[config.mk]
export PLATFORM = sky130hd
export DESIGN_NAME = rrperm_ctrl
export DESIGN_NICKNAME = d
export VERILOG_FILES = /design/src/rtl/rrperm_pkg.sv /design/src/rtl/rrperm_bitmap.sv /design/src/rtl/rrperm_pagecount.sv /design/src/rtl/rrperm_ctrl.sv
export SDC_FILE = /design/constraint.sdc
export NUM_CORES = 1
export LEC_CHECK = 0
export BUFFER_PORTS_ARGS = -buffer_cell sky130_fd_sc_hd__buf_2
export CORE_MARGIN = 8
export CORE_UTILIZATION = 63
export CTS_CLUSTER_DIAMETER = 60
export DETAILED_ROUTE_END_ITERATION = 10
export PLACE_DENSITY_LB_ADDON = 0.2
export SLEW_MARGIN = 20
export SYNTH_ARGS = -nofsm -noshare
export SYNTH_HDL_FRONTEND = slang
export SYNTH_SLANG_ARGS = --single-unit
[constraint.sdc]
create_clock -name clk -period 6.4 [get_ports clk]
set_input_delay 0.96 -clock clk [delete_from_list [all_inputs] [get_ports clk]]
set_output_delay 0.96 -clock clk [all_outputs]
set_load 0.02 [all_outputs]
[src/rtl/rrperm_pkg.sv]
package rrperm_pkg;
  typedef enum logic [2:0] {
    ST_IDLE,
    ST_COUNT,
    ST_SEARCH,
    ST_FILL,
    ST_PERMUTE,
    ST_DONE
  } ctrl_state_t;
endpackage

[src/rtl/rrperm_bitmap.sv]
// One RR flag per block of the chunk, with one set port and one clear port.
module rrperm_bitmap #(
  parameter int NUM_PAGES       = 8,
  parameter int BLOCKS_PER_PAGE = 8,
  localparam int NB = NUM_PAGES * BLOCKS_PER_PAGE,
  localparam int IW = $clog2(NB)
) (
  input  logic          clk,
  input  logic          rst_n,
  input  logic          set_en,
  input  logic [IW-1:0] set_idx,
  input  logic          clr_en,
  input  logic [IW-1:0] clr_idx,
  output logic [NB-1:0] bits_o
);
  always_ff @(posedge clk) begin
    if (!rst_n) begin
      bits_o <= '0;
    end else begin
      if (set_en) bits_o[set_idx] <= 1'b1;
      if (clr_en) bits_o[clr_idx] <= 1'b0;
    end
  end

  // a flag is never set and cleared in the same cycle
  a_r7_no_set_clear_clash: assert property (@(posedge clk) disable iff (!rst_n)
    !(set_en && clr_en && set_idx == clr_idx));
endmodule

[src/rtl/rrperm_pagecount.sv]
// Number of RR flags set in each page.
module rrperm_pagecount #(
  parameter int NUM_PAGES       = 8,
  parameter int BLOCKS_PER_PAGE = 8,
  localparam int NB  = NUM_PAGES * BLOCKS_PER_PAGE,
  localparam int PCW = $clog2(BLOCKS_PER_PAGE + 1)
) (
  input  logic [NB-1:0]  bits_i,
  output logic [PCW-1:0] cnt_o [NUM_PAGES]
);
  for (genvar g = 0; g < NUM_PAGES; g++) begin : g_page
    logic [PCW-1:0] acc;
    always_comb begin
      acc = '0;
      for (int j = 0; j < BLOCKS_PER_PAGE; j++)
        acc = acc + PCW'(bits_i[g*BLOCKS_PER_PAGE + j]);
    end
    assign cnt_o[g] = acc;
  end
endmodule

[src/rtl/rrperm_ctrl.sv]
module rrperm_ctrl
  import rrperm_pkg::*;
#(
  parameter int NUM_PAGES       = 8,
  parameter int BLOCKS_PER_PAGE = 8,
  parameter int TARGET          = 8,
  localparam int PW  = $clog2(NUM_PAGES),
  localparam int BW  = $clog2(BLOCKS_PER_PAGE),
  localparam int NB  = NUM_PAGES * BLOCKS_PER_PAGE,
  localparam int IW  = PW + BW,
  localparam int CW  = $clog2(NB + 1),
  localparam int PCW = $clog2(BLOCKS_PER_PAGE + 1)
) (
  input  logic          clk,
  input  logic          rst_n,
  input  logic          fill_en,
  input  logic [PW-1:0] fill_page,
  input  logic [BW-1:0] fill_blk,
  input  logic          evict_valid,
  output logic          evict_ready,
  input  logic [PW-1:0] evict_page,
  input  logic [BW-1:0] evict_blk,
  output logic          rd_valid,
  input  logic          rd_ready,
  output logic [PW-1:0] rd_page,
  output logic [BW-1:0] rd_blk,
  output logic          sel_valid,
  input  logic          sel_ready,
  output logic [PW-1:0] sel_page,
  output logic [BW-1:0] sel_blk,
  output logic          sel_last,
  output logic          perm_strobe
);
  localparam logic [CW-1:0] TGT = CW'(TARGET);

  ctrl_state_t   state;
  logic [PW-1:0] ev_page, lo, hi;
  logic [BW-1:0] ev_blk;
  logic [CW-1:0] total, emitted;
  logic          dir_up;
  logic [IW-1:0] ptr;

  logic [NB-1:0]  rr;
  logic [PCW-1:0] pcnt [NUM_PAGES];
  logic           set_en, clr_en;
  logic [IW-1:0]  set_idx, clr_idx;

  rrperm_bitmap #(.NUM_PAGES(NUM_PAGES), .BLOCKS_PER_PAGE(BLOCKS_PER_PAGE)) u_bitmap (
    .clk(clk), .rst_n(rst_n), .set_en(set_en), .set_idx(set_idx),
    .clr_en(clr_en), .clr_idx(clr_idx), .bits_o(rr));

  rrperm_pagecount #(.NUM_PAGES(NUM_PAGES), .BLOCKS_PER_PAGE(BLOCKS_PER_PAGE)) u_count (
    .bits_i(rr), .cnt_o(pcnt));

  logic ev_rr, ptr_bit, can_up, can_dn, take_up, rd_fire, sel_fire;
  logic [PW-1:0] hi_nxt, lo_nxt;

  assign ev_rr   = rr[{evict_page, evict_blk}];
  assign ptr_bit = rr[ptr];
  assign can_up  = hi != PW'(NUM_PAGES - 1);
  assign can_dn  = lo != '0;
  assign take_up = can_up && (dir_up || !can_dn);
  assign hi_nxt  = hi + PW'(1);
  assign lo_nxt  = lo - PW'(1);

  assign rd_valid    = (state == ST_FILL) && (total < TGT) && !ptr_bit;
  assign sel_valid   = (state == ST_PERMUTE) && (emitted < TGT) && ptr_bit;
  assign rd_fire     = rd_valid && rd_ready;
  assign sel_fire    = sel_valid && sel_ready;
  assign rd_page     = ptr[IW-1:BW];
  assign rd_blk      = ptr[BW-1:0];
  assign sel_page    = ptr[IW-1:BW];
  assign sel_blk     = ptr[BW-1:0];
  assign sel_last    = sel_valid && (emitted == TGT - CW'(1));
  assign perm_strobe = (state == ST_DONE);
  assign evict_ready = ((state == ST_IDLE) && !ev_rr) || (state == ST_DONE);

  assign set_en  = ((state == ST_IDLE) && fill_en) || rd_fire;
  assign set_idx = (state == ST_FILL) ? ptr : {fill_page, fill_blk};
  assign clr_en  = sel_fire || (state == ST_DONE);
  assign clr_idx = (state == ST_DONE) ? {ev_page, ev_blk} : ptr;

  always_ff @(posedge clk) begin
    if (!rst_n) begin
      state   <= ST_IDLE;
      ev_page <= '0;
      ev_blk  <= '0;
      lo      <= '0;
      hi      <= '0;
      total   <= '0;
      emitted <= '0;
      dir_up  <= 1'b1;
      ptr     <= '0;
    end else begin
      unique case (state)
        ST_IDLE: if (evict_valid && ev_rr) begin
          ev_page <= evict_page;
          ev_blk  <= evict_blk;
          lo      <= evict_page;
          hi      <= evict_page;
          state   <= ST_COUNT;
        end
        ST_COUNT: begin
          total  <= CW'(pcnt[ev_page]);
          dir_up <= 1'b1;
          state  <= ST_SEARCH;
        end
        ST_SEARCH: begin
          if (total >= TGT) begin
            ptr     <= {lo, BW'(0)};
            emitted <= '0;
            state   <= ST_PERMUTE;
          end else if (take_up) begin
            hi     <= hi_nxt;
            total  <= total + CW'(pcnt[hi_nxt]);
            dir_up <= 1'b0;
          end else if (can_dn) begin
            lo     <= lo_nxt;
            total  <= total + CW'(pcnt[lo_nxt]);
            dir_up <= 1'b1;
          end else begin
            ptr   <= {lo, BW'(0)};
            state <= ST_FILL;
          end
        end
        ST_FILL: begin
          if (total >= TGT) begin
            ptr     <= {lo, BW'(0)};
            emitted <= '0;
            state   <= ST_PERMUTE;
          end else if (rd_fire) begin
            total <= total + CW'(1);
            ptr   <= ptr + IW'(1);
          end else if (ptr_bit) begin
            ptr <= ptr + IW'(1);
          end
        end
        ST_PERMUTE: begin
          if (emitted >= TGT) begin
            state <= ST_DONE;
          end else if (sel_fire) begin
            emitted <= emitted + CW'(1);
            ptr     <= ptr + IW'(1);
          end else if (!ptr_bit) begin
            ptr <= ptr + IW'(1);
          end
        end
        ST_DONE: state <= ST_IDLE;
        default: state <= ST_IDLE;
      endcase
    end
  end

  // a recently-read eviction is never accepted mid-processing
  a_r3_stall_while_busy: assert property (@(posedge clk) disable iff (!rst_n)
    (state inside {ST_COUNT, ST_SEARCH, ST_FILL, ST_PERMUTE}) |-> !evict_ready);
  // the strobe is a single-cycle pulse
  a_r3_strobe_pulse: assert property (@(posedge clk) disable iff (!rst_n)
    perm_strobe |=> !perm_strobe);
  // input rule, the requester holds its eviction until accepted
  a_r3_evict_held: assert property (@(posedge clk) disable iff (!rst_n)
    evict_valid && !evict_ready |=> evict_valid);
  // the window always contains the evicted page
  a_r4_window_bounds: assert property (@(posedge clk) disable iff (!rst_n)
    (state == ST_SEARCH) |-> (lo <= ev_page && ev_page <= hi));
  // never more entries than the target
  a_r6_emit_cap: assert property (@(posedge clk) disable iff (!rst_n)
    emitted <= TGT);
  // stream payloads are held under back-pressure
  a_r8_sel_hold: assert property (@(posedge clk) disable iff (!rst_n)
    sel_valid && !sel_ready |=> sel_valid && $stable(sel_page) && $stable(sel_blk));
  a_r8_rd_hold: assert property (@(posedge clk) disable iff (!rst_n)
    rd_valid && !rd_ready |=> rd_valid && $stable(rd_page) && $stable(rd_blk));
endmodule

==> key figures <==
Worst setup path
  – Crit start category: flip-flop
  – Worst-case reg-to-reg path depth: 21
  – Worst path cell trace: mux4_2, mux4_2, a2bb2oi_1, nand3b_1, nand2_1, and2_1, and3_1, buf_2
  – Reg-to-reg critical path endpoint: total[4]
  – Worst path max stage delay: approximately 1.1 ns
  – R2R Path Start: u_bitmap.bits_o[9]
  – Delay-heaviest family, CP: simple AND/OR/NAND/NOR gates
  – Critical Path Slowest Stage Cell: dfxtp_1
  – Worst EP arrival: between 4 and 5 ns
  – Worst path bufs/invs: 1
  – CP most frequent cell: mux4_2
  – R2R Setup Slk: roughly 1.5 ns
  – Crit Path Max Fanout: 24
  – Worst Setup End Kind: primary output
  – Critical Path RT: around 5.4 ns
  – Critical path class: flip-flop to primary output
  – WP depth: 8

GRT
  – First-pass GRT wire length: approximately 43 mm
  – Initial antenna violation count: 1
  – Largest net degree at the start of global routing: 73
  – Gr ovfl total: 0
  – Vias in the first global route: 7612
  – Total GRT Usage: 30.6%

Synth
  – Adder-cell share of the synthesized area: approximately an eighth
  – Largest family of logic cells by synthesized area: compound AO/OA/AOI/OAI gates
  – Post-synthesis register bit count: 100
  – Register area share after synthesis: between 20% and 30%
  – Synth Area in Compound Gates: a little over a fifth
  – Area leader, netlist: dfxtp_1
  – Top_reg_cell synth: dfxtp_1
  – Ys async rst share: 0%
  – Mux contribution to synthesized area: between 10% and 20%
  – Syn Inst Count: around 980
  – Synth warnings: 0
  – Yosys top cell area share: a little under a quarter
  – Number of flops mapped to enable cells by yosys: 0
  – Simple logic cell fraction of the synthesized area: between 15 and 20%
  – Xor and xnor fraction of the mapped netlist area: 1.20%
  – Mapped Nets: between 1000 and 1500
  – Top cells by area, synth: dfxtp_1, mux4_2, fa_1
  – Yosys cell types: 74
  – Mapped Area: 8740 um2
  – Syn_area_per_cell: slightly below 9 um2

Route
  – DR pass1 iterations: 6
  – Residual DRC: 0
  – First DRT Iteration DRCs: roughly 1100
  – Post-Route WL: 27.3 mm
  – ANT nets after route: 0
  – Routed len/inst: 23.9 um
  – Via/cell ratio: just over 7
  – Vias: 8100

Clock tree
  – Root buffer cell: clkbuf_16
  – Post-CTS sizing: 0
  – CTS buffer count: 9
  – CTS tree: built
  – Hold_buf cts: 0
  – Skew-Pair Late Insertion Delay: 0.37 ns
  – Clk slew on worst S/H paths: 0.07 ns
  – Max Root-Sink Buffers: 2
  – Post-CTS Setup Bufs: 0
  – Clk sinks: 100
  – H-tree depth: 3

Floorplan
  – Initial core utilization: 63.7%
  – Core area: between 10000 and 15000 um2
  – Top Ports: 35
  – Die Ht: 134 um
  – Die X: roughly 130 um
  – Die area: roughly 18000 um2
  – Row count: 43

Final layout
  – Ant. Diodes: 0
  – Commonest non-fill, non-tap cell in the layout: dfxtp_1
  – Reg area: 2000 um2
  – Commonest cells after routing, fill and taps aside: dfxtp_1, inv_1, nor2_1, nand2_1, a21oi_1
  – Fill cells: ~1100
  – Fraction of layout instances using a drive strength above 1: roughly 14%
  – Core Util, Final: 66.7%
  – Nets@finish: 1042
  – Multi-input gate area: approximately 6000 um2
  – Area grow syn2layout: 4.62%
  – Fin area: between 9000 and 10000 um2

Timing
  – Final hold vios: 0
  – Fin Hold WS: roughly 0.47 ns
  – Final min period: 5.15 ns
  – Unrepaired setup endpoints after global routing: false
  – Setup TNS: 0 ns
  – Period utilization: between 80 and 90%
  – Worst Max-Slew Pin Slew: about 1.2 ns
  – Final setup vio count: 0
  – Final Max Tran Viols: 0
  – Layout Skew: around 0.010 ns
  – Headroom to the max-slew limit: 22.5%
  – Fmax: 0.194 GHz

Min path
  – Start point of the worst hold path: lo[1]
  – Worst hold path stage count: 2
  – Hold crit path type: flip-flop to flip-flop
  – Hold endpoint: lo[1]

Placement
  – Port Buffer Count: 34
  – Placed cell area: 8830 um2
  – Dpl hpwl: about 21 mm
  – RD Place Congestion: ~1.0

Pwr
  – Comb power frac: around 16%
  – Leak: 3.47 nW
  – Clk network pwr share: between 40 and 50%
  – Pwr dens: 163 nW/um2
  – Sequential share of power: between 40% and 50%
  – P_int: around 1.0 mW
  – Sw power: 0.458 mW
  – Sw Share: ~31%
  – Worst VDD drop: between 0.15 and 0.2 mV

Run
  – Max-cap violations: 0

Run status
  – Run status: finished clean
cells in the mapped netlist, drive strengths merged, types with 15 or more instances:
cell type,n
dfxtp,100
inv,97
fa,33
a221oi,24
nand2,76
clkbuf,43
a21oi,58
a31oi,17
a311oi,20
buf,29
mux4,53
nor2b,15
nor2,89
mux2i,35
nand3,19
o21ai,40
ha,35
registers in the layout, summed over array words and instances, names as in the netlist:
register / flops
dir_up: 1
hi: 3
u_bitmap.bits_o: 64
ev_page: 3
ev_blk: 3
lo: 3
ptr: 6
total: 7
emitted: 7
state: 3
kinds of logic after synthesis:
kind of cell,Yosys count
compound gates,260
xor+xnor,12
fa+ha+maj,68
buf+inv,170
flops,100
mux,93
simple gates,275
layout make-up:
cell class                      instances  share of cell area, %
Tap cell                              180                   2.46
Sequential cell                       100                   21.9
Timing Repair Buffer                   39                   2.27
Clock buffer                           10                   2.50
Inverter                               98                   4.02
Multi-Input combinational cell        708                   65.9
Clock inverter                          6                  0.903
layer usage:
metal	track usage, %	routed length (um)
met5	0	11
met4	15.3	1330
met3	9.80	3250
met2	46.6	12400
met1	38.5	10300
worst max-delay path by stage:
stage | startpoint | endpoint
floorplan | u_bitmap.bits_o[0] | total[4]
global route | ptr[0] | sel_last
global placement | u_bitmap.bits_o[48] | total[4]
finish | ptr[2] | sel_last
CTS | ptr[0] | sel_last
detailed placement | u_bitmap.bits_o[9] | total[4]
power groups by stage:
stage          logic, mW  registers (mW)  clock network, mW
2_1_floorplan      0.185           0.657                  0
3_3_place_gp       0.223           0.676                  0
3_5_place_dp       0.225           0.677                  0
4_1_cts            0.226           0.662              0.594
5_1_grt            0.249           0.665              0.620
6_report           0.231           0.663              0.598
metrics by stage:
stage | cells | setup WS (ns) | power [mW]
6_report | 1141 | 1.25 | 1.49
5_1_grt | 1141 | 1.21 | 1.53
4_1_cts | 1141 | 1.40 | 1.48
3_5_place_dp | 1125 | 1.56 | 0.902
3_3_place_gp | 1125 | 1.73 | 0.899
2_1_floorplan | 978 | 1.96 | 0.842
worst reg2reg max path, stage by stage (launching register included):
cell     delay (ns)
dfxtp_1        0.41
ha_1           0.26
inv_1          0.07
fa_1           0.43
fa_1           0.51
inv_1          0.05
fa_1           0.40
inv_1          0.10
fa_1           0.47
mux4_2         0.49
mux2i_1        0.15
nand2_1        0.07
o21ai_0        0.08
nand2_1        0.12
fa_1           0.43
inv_1          0.10
a21o_1         0.12
a21oi_1        0.08
o21ai_0        0.17
nand3_1        0.10
a21oi_1        0.13
o32ai_1        0.10
Power figures use the tool's default switching activity.
